$ cat config.mk
export PLATFORM = sky130hd
export DESIGN_NAME = range_clamp_top
export DESIGN_NICKNAME = d
export VERILOG_FILES = /design/src/rtl/clamp_pkg.sv /design/src/rtl/clamp_limit_regs.sv /design/src/rtl/clamp_bound_sel.sv /design/src/rtl/clamp_lane.sv /design/src/rtl/range_clamp_top.sv
export SDC_FILE = /design/constraint.sdc
export NUM_CORES = 1
export LEC_CHECK = 0
export BUFFER_PORTS_ARGS = -buffer_cell sky130_fd_sc_hd__clkbuf_2
export CORE_ASPECT_RATIO = 1.1
export CORE_UTILIZATION = 50
export DETAILED_ROUTE_END_ITERATION = 8
export PLACE_DENSITY = 0.78
export SLEW_MARGIN = 20
export SYNTH_ARGS = -nofsm -noshare
export SYNTH_HDL_FRONTEND = slang
export SYNTH_SLANG_ARGS = --single-unit
$ cat constraint.sdc
create_clock -name clk -period 3.4 [get_ports clk]
set_input_delay 0.34 -clock clk [delete_from_list [all_inputs] [get_ports clk]]
set_output_delay 0.34 -clock clk [all_outputs]
set_load 0.1 [all_outputs]
$ cat src/rtl/clamp_pkg.sv
package clamp_pkg;
  localparam logic [2:0] FMT_NOCLAMP6 = 3'd0;
  localparam logic [2:0] FMT_VID8     = 3'd1;
  localparam logic [2:0] FMT_VID10    = 3'd2;
  localparam logic [2:0] FMT_VID12    = 3'd3;
  localparam logic [2:0] FMT_PROG     = 3'd7;

  typedef enum logic [1:0] {
    BND_NONE  = 2'd0,
    BND_FIXED = 2'd1,
    BND_PROG  = 2'd2
  } bound_kind_t;

  // Video black level (16 at 8 bits) scaled to depth and left-aligned to width.
  function automatic int unsigned vid_floor(int unsigned depth, int unsigned width);
    return (32'd16 << (depth - 8)) << (width - depth);
  endfunction

  // Video white level (235 at 8 bits) scaled to depth and left-aligned to width.
  function automatic int unsigned vid_ceil(int unsigned depth, int unsigned width);
    return (32'd235 << (depth - 8)) << (width - depth);
  endfunction

  function automatic bound_kind_t decode_kind(logic en, logic [2:0] code);
    if (!en) return BND_NONE;
    case (code)
      FMT_VID8, FMT_VID10, FMT_VID12: return BND_FIXED;
      FMT_PROG:                       return BND_PROG;
      default:                        return BND_NONE;
    endcase
  endfunction
endpackage

$ cat src/rtl/clamp_limit_regs.sv
module clamp_limit_regs #(
  parameter int unsigned W      = 12,
  parameter int unsigned NCOMP  = 3,
  parameter int unsigned DEF_LO = 16,
  parameter int unsigned DEF_HI = 4079
) (
  input  logic               clk,
  input  logic               rst,
  input  logic               wr,
  input  logic [NCOMP*W-1:0] lo_in,
  input  logic [NCOMP*W-1:0] hi_in,
  output logic [NCOMP*W-1:0] lo_q,
  output logic [NCOMP*W-1:0] hi_q
);
  localparam logic [W-1:0] RST_LO = W'(DEF_LO);
  localparam logic [W-1:0] RST_HI = W'(DEF_HI);

  for (genvar c = 0; c < NCOMP; c++) begin : g_comp
    always_ff @(posedge clk) begin
      if (rst) begin
        lo_q[c*W +: W] <= RST_LO;
        hi_q[c*W +: W] <= RST_HI;
      end else if (wr) begin
        lo_q[c*W +: W] <= lo_in[c*W +: W];
        hi_q[c*W +: W] <= hi_in[c*W +: W];
      end
    end
  end
endmodule

$ cat src/rtl/clamp_bound_sel.sv
module clamp_bound_sel
  import clamp_pkg::*;
#(
  parameter int unsigned W = 12
) (
  input  logic         en,
  input  logic [2:0]   code,
  input  logic [W-1:0] prog_lo,
  input  logic [W-1:0] prog_hi,
  output logic         active,
  output logic [W-1:0] lo,
  output logic [W-1:0] hi
);
  localparam logic [W-1:0] LO8  = W'(vid_floor(8,  W));
  localparam logic [W-1:0] HI8  = W'(vid_ceil (8,  W));
  localparam logic [W-1:0] LO10 = W'(vid_floor(10, W));
  localparam logic [W-1:0] HI10 = W'(vid_ceil (10, W));
  localparam logic [W-1:0] LO12 = W'(vid_floor(12, W));
  localparam logic [W-1:0] HI12 = W'(vid_ceil (12, W));

  bound_kind_t kind;

  always_comb begin
    kind   = decode_kind(en, code);
    active = (kind != BND_NONE);
    lo     = '0;
    hi     = '1;
    if (kind == BND_PROG) begin
      lo = prog_lo;
      hi = prog_hi;
    end else if (kind == BND_FIXED) begin
      case (code)
        FMT_VID8:  begin lo = LO8;  hi = HI8;  end
        FMT_VID10: begin lo = LO10; hi = HI10; end
        default:   begin lo = LO12; hi = HI12; end
      endcase
    end
  end
endmodule

$ cat src/rtl/clamp_lane.sv
module clamp_lane #(
  parameter int unsigned W = 12
) (
  input  logic         clk,
  input  logic         rst,
  input  logic         load,
  input  logic [W-1:0] din,
  input  logic         active,
  input  logic [W-1:0] lo,
  input  logic [W-1:0] hi,
  output logic [W-1:0] dout
);
  logic [W-1:0] limited;

  // Ceiling compare takes priority over the floor compare.
  always_comb begin
    if (!active)        limited = din;
    else if (din > hi)  limited = hi;
    else if (din < lo)  limited = lo;
    else                limited = din;
  end

  always_ff @(posedge clk) begin
    if (rst)       dout <= '0;
    else if (load) dout <= limited;
  end
endmodule

$ cat src/rtl/range_clamp_top.sv
module range_clamp_top #(
  parameter int unsigned W      = 12,
  parameter int unsigned NCOMP  = 3,
  parameter int unsigned DEF_LO = 16,
  parameter int unsigned DEF_HI = 4079
) (
  input  logic               clk,
  input  logic               rst,
  input  logic               in_valid,
  input  logic [NCOMP*W-1:0] in_pix,
  input  logic               clamp_en,
  input  logic [2:0]         fmt_code,
  input  logic               lim_wr,
  input  logic [NCOMP*W-1:0] lim_lo,
  input  logic [NCOMP*W-1:0] lim_hi,
  output logic               out_valid,
  output logic [NCOMP*W-1:0] out_pix
);
  logic [NCOMP*W-1:0] prog_lo;
  logic [NCOMP*W-1:0] prog_hi;

  clamp_limit_regs #(.W(W), .NCOMP(NCOMP), .DEF_LO(DEF_LO), .DEF_HI(DEF_HI)) u_limits (
    .clk   (clk),
    .rst   (rst),
    .wr    (lim_wr),
    .lo_in (lim_lo),
    .hi_in (lim_hi),
    .lo_q  (prog_lo),
    .hi_q  (prog_hi)
  );

  for (genvar c = 0; c < NCOMP; c++) begin : g_lane
    logic         act;
    logic [W-1:0] lo_b;
    logic [W-1:0] hi_b;

    clamp_bound_sel #(.W(W)) u_bound (
      .en      (clamp_en),
      .code    (fmt_code),
      .prog_lo (prog_lo[c*W +: W]),
      .prog_hi (prog_hi[c*W +: W]),
      .active  (act),
      .lo      (lo_b),
      .hi      (hi_b)
    );

    clamp_lane #(.W(W)) u_lane (
      .clk    (clk),
      .rst    (rst),
      .load   (in_valid),
      .din    (in_pix[c*W +: W]),
      .active (act),
      .lo     (lo_b),
      .hi     (hi_b),
      .dout   (out_pix[c*W +: W])
    );
  end

  always_ff @(posedge clk) begin
    if (rst) out_valid <= 1'b0;
    else     out_valid <= in_valid;
  end
endmodule

## After elaboration in Yosys (flattened, before gate mapping)

Index checks and enable logic that the tools add are counted.

- Bits in registers: 109
- Latch bits: 0
- RAM bits: 0
- ROM bits: 0
- Input bits: 116
- Output and inout bits: 37
- Memories kept: 0

- Add/sub/neg operators: 0
- Multipliers: 0
- Divide/modulo/power cells: 0
- $lt $le $gt $ge: 6
- Eq/ne operators: 6
- Shift-type cells: 0
- Muxes and demuxes: 19
- Bitwise logic cells: 0
- Reduce and logical (&&, ||, !) cells: 2

Operator list:

| cell | number |
|---|---|
| 2-to-1 mux 12 bit | 15 |
| greater-than comparator 12 bit | 3 |
| < comparator 12 bit | 3 |
| 2-to-1 mux 9 bit | 2 |
| equality test 3 x 2 -> 1 bit, second input constant | 2 |
| one-hot mux 2 bit (2 select lines) | 1 |
| equality test 3 x 1 -> 1 bit, second input constant | 1 |
| equality test 3 bit, second input constant | 1 |
| OR reduction 3 bit | 1 |
| equality test 2 x 1 -> 1 bit, second input constant | 1 |
| equality test 2 bit, second input constant | 1 |
| 2-to-1 mux 2 bit | 1 |
| nonzero test 2 bit | 1 |

## Longest topological paths before layout

- Depth in word-level cells: 11
- Depth in mapped cells: 15
- Depth with buffers taken out: 12

## By module

Synthesis repeated with hierarchy kept, for this count alone.

- Cells, all modules: 1,051
- Area total of the unflattened synthesis: 8,301.7 um^2

By module, submodules not included:

| module | instances | cells an instance | area each (um^2) | sequential area each (um^2) |
|---|---|---|---|---|
| clamp_lane | 3 | 229 | 1,606.5 | 240.2 |
| clamp_limit_regs | 1 | 236 | 2,660.1 | 1,441.4 |
| clamp_bound_sel | 3 | 42 | 262.8 | 0.0 |
| range_clamp_top | 1 | 2 | 33.8 | 20.0 |

## Worst setup path before layout

Ideal clock, no wire load.

- Kind: in2reg
- Start point: input fmt_code[0]
- End point: register g_lane[2].u_lane.dout[11]
- Setup time: 0.122 ns
- Data arrival time: 3.248 ns
- Data required time: 3.278 ns
- Slack: 0.030 ns
- Cell stages on the path: 12
- Buffers on the path: 3
- Cell sequence: nand4_1 > clkbuf_1 > buf_1 > clkbuf_1 > o21ai_0 > ha_1 > nor2b_1 > o211ai_1 > a21oi_1 > o41ai_1 > a21oi_1 > a221o_1

- Word-level cells in the longest chain between the ends: 11

RTL lines:

| item | RTL line | text |
|---|---|---|
| start, declared | range_clamp_top.sv:12 | `input logic [2:0] fmt_code,` |
| equality test 3 x 1 -> 1 bit or equality test 3 x 2 -> 1 bit (tied branches) | clamp_pkg.sv:26 | `case (code)` |
| OR reduction 3 bit | clamp_pkg.sv:26 |  |
| one-hot mux 2 bit (2 select lines) (*) | clamp_pkg.sv:26 |  |
| 2-to-1 mux 2 bit (*) | clamp_pkg.sv:26 |  |
| equality test 2 x 1 -> 1 bit | clamp_bound_sel.sv:31 | `end else if (kind == BND_FIXED) begin` |
| 2-to-1 mux 9 bit | clamp_bound_sel.sv:31 |  |
| 2-to-1 mux 12 bit | clamp_bound_sel.sv:28 | `if (kind == BND_PROG) begin` |
| < comparator 12 bit | clamp_lane.sv:19 | `else if (din < lo) limited = lo;` |
| 2-to-1 mux 12 bit | clamp_lane.sv:19 |  |
| 2-to-1 mux 12 bit | clamp_lane.sv:18 | `else if (din > hi) limited = hi;` |
| 2-to-1 mux 12 bit (*) | clamp_lane.sv:17 | `if (!active) limited = din;` |
| end signal, assigned | clamp_lane.sv:25 | `else if (load) dout <= limited;` |
| end, declared | clamp_lane.sv:11 | `output logic [W-1:0] dout` |

Every way passes the cells marked *; elsewhere a longest branch is shown, timed or not.
A chain may end at the register's enable or synchronous reset.

## Worst setup path in the final report

- Start point: input fmt_code[1]
- End point: register g_lane[0].u_lane.dout[0]

- Word-level cells in the longest chain between the ends: 11

RTL lines:

| item | RTL line |
|---|---|
| equality test 3 x 1 -> 1 bit or equality test 3 x 2 -> 1 bit (tied branches) | clamp_pkg.sv:26 |
| OR reduction 3 bit | clamp_pkg.sv:26 |
| one-hot mux 2 bit (2 select lines) (*) | clamp_pkg.sv:26 |
| 2-to-1 mux 2 bit (*) | clamp_pkg.sv:26 |
| equality test 2 x 1 -> 1 bit | clamp_bound_sel.sv:31 |
| 2-to-1 mux 9 bit | clamp_bound_sel.sv:31 |
| 2-to-1 mux 12 bit | clamp_bound_sel.sv:28 |
| < comparator 12 bit | clamp_lane.sv:19 |
| 2-to-1 mux 12 bit | clamp_lane.sv:19 |
| 2-to-1 mux 12 bit | clamp_lane.sv:18 |
| 2-to-1 mux 12 bit (*) | clamp_lane.sv:17 |
| end signal, assigned | clamp_lane.sv:25 |
| end, declared | clamp_lane.sv:11 |

Marked as above.

==> impl_metrics.toml <==
[critical_path]
worstPathArrival_ns = 3.20
end_kind = "flop"
criticalPathCategory = "input pin to flop"
required_ns = 3.63
cp_max_fo = 30
startpoint_type = "input pin"

[global_routing]
grt_pass1_wl_um = 28830
grt_max_degree = 82
grt_pass1_vias = 5822
antenna_found_initial = 0
grt_use_total_pct = 26.76
grt-ovfl-total = 0

[sta]
relSlewSlack_pct = 25.40
period_minus_slack_ns = 2.962
clock.fmax_ghz = 0.3377
tns_ns = 0
drv_slew = 0
finalSetupViolations = 0
period_share_pct = 87.11
hold_violations = 0
worst_pin_slew_ns = 1.114
rsz0062_at_grt = "false"
final.setup_skew_ns = 0.008387

[pwr]
power_frac_comb_pct = 26.2
switching_power_mw = 1.176
pwr-share-seq_pct = 42.0
vdd_drop_max_mv = 0.2350
p_sw_share_pct = 34.54
p_clk_share_pct = 31.8
internal-power_mw = 2.228
p_leak_nw = 3.749
p_per_area_mw_per_mm2 = 429.4

[route]
viasPerCell = 5.806
drc = 10
vias = 6241
drtPass1Iterations = 8
routed_wl_um = 18180
ant_nets = 0
dr.first_iter.drc_count = 374
wl_per_cell_um = 16.92

[floorplan]
coreArea_mm2 = 0.01280
dieWidth_um = 112.3
die_y_um = 123.3
die-area_mm2 = 0.01384
start_util_pct = 52.21
fp-row-count = 43
io_pins = 153

[clock_network]
cts_buffer_depth = 2
tritoncts = "done"
path_clk_slew_ns = 0.08
htreeDepth = 3
clk_latency_ns = 0.36
root_buffer = "clkbuf_16"
post_cts_buffers = 0
post_cts_resized = 0
numCtsBuffers = 9
cts_sinks = 109
cts_hold_buf = 0

[synthesis]
async_flop_share_pct = 0
yosysMostFrequentCell = "dfxtp_1"
synth_compound_area_share_pct = 24.65
synth_top_family_by_area = "compound AO/OA/AOI/OAI gates"
yosys_warnings = 0
syn-mean-instance-area_um2 = 8.604
synthAdderAreaFrac_pct = 12.91
syn-num-nets = 962
synthTopCellsByArea = "dfxtp_1, ha_1, mux2i_1"
synth_commonest_cells = "dfxtp_1, nor2_1, nand2_1"
synth_edf_count = 0
synth_cells = 777
synth-simple-area-share_pct = 17.65
yosys.area.top_type = "dfxtp_1"
synth_mux_area_share_pct = 7.805
yosysSeqAreaShare_pct = 32.64
synth-xor-area-share_pct = 0
synth_top_area_share_pct = 32.64
ys_types = 48
synth_seq_cells = 109
synth_area_mm2 = 0.006685
synth-main-ff-cell = "dfxtp_1"

[final_layout]
layout-drive-gt1-share_pct = 22.55
syn_to_final_growth_pct = 18.59
post-route-util_pct = 61.91
diodes = 0
instances_no_fill = 1075
layout.nets = 1098

[job]
cap_violations = 0

[run_status]
violations = "DRC"
status = "finished, violations left"

[place]
hpwl_um = 13640
place.gp.congestion = 0.9175
port_buffers = 152
dp.cells = 1059

[hold_path]
hold_class = "input pin to flop"
critical path, stage by stage:
cell and delay, ns:
clkbuf_2 0.11, nand4_1 0.17, buf_12 0.21, o21ai_0 0.30, ha_1 0.31, nor2b_1 0.13
o21a_1 0.16, o21a_1 0.16, o21bai_1 0.12, a31oi_1 0.38, buf_4 0.31, a2111oi_0 0.34
o21ai_0 0.12
cell usage in the layout, fill, tap and decap left out, types with 37 or more instances in the layout:
cell type / instances
clkbuf_2: 151
ha_1: 69
a211o_1: 43
nor2b_1: 47
a21oi_1: 41
o21ai_0: 37
mux2i_1: 45
dfxtp_1: 109
nand2_1: 79
nor2_1: 87
worst paths after layout:
kind	start	endpoint	slack (ns)	cells past startpoint
hold reg to reg	g_lane[0].u_lane.dout[6]	g_lane[0].u_lane.dout[6]	0.47	2
hold / removal	lim_hi[23]	u_limits.hi_q[23]	0.18	2
setup reg to reg	u_limits.hi_q[1]	g_lane[0].u_lane.dout[0]	0.61	10
setup / recovery	fmt_code[1]	g_lane[0].u_lane.dout[0]	0.44	13
cells by family after synthesis:
group,Yosys count
flops,109
buf+inv,71
compound gates,222
fa+ha+maj,69
simple gates,255
mux,51
area by class of cell:
type,instances,area (um2)
Fill cell,1183,4877
Multi-Input combinational cell,597,4215
Sequential cell,109,2182
Timing Repair Buffer,174,953.4
Clock buffer,9,225.2
Tap cell,157,196.4
Inverter,22,82.58
Clock inverter,7,72.57
metal layers:
metal | vias up | track usage [%] | wire (um)
met2 | 226 | 44.33 | 8503
met5 | - | 0 | 0
met3 | 30 | 4.510 | 1221
li1 | 3132 | - | -
met4 | 0 | 11.00 | 429
met1 | 2853 | 34.79 | 8029
power by group through the flow:
stage	Clock (mW)	Sequential [mW]	Combinational (mW)
finish	1.08	1.43	0.891
detailed placement	0	1.46	0.885
CTS	1.11	1.43	0.889
global route	1.16	1.44	0.960
floorplan	0	1.73	0.373
global placement	0	1.46	0.876
per-stage QoR:
step,worst slack [ns],power (mW),cell area [um2],hold WS (ns)
floorplan,0.03028,2.104,6685,0.4602
global placement,0.1527,2.334,7630,0.4565
detailed placement,0.1078,2.344,7630,0.4611
CTS,0.4763,3.428,7928,0.1708
global route,0.1920,3.560,7928,0.1766
finish,0.4384,3.404,7928,0.1777
registers in the layout (all words and copies together) (netlist names):
signal and count:
g_lane.u_lane.dout 36, u_limits.hi_q 36, u_limits.lo_q 36, out_valid 1
Power figures use the tool's default switching activity.
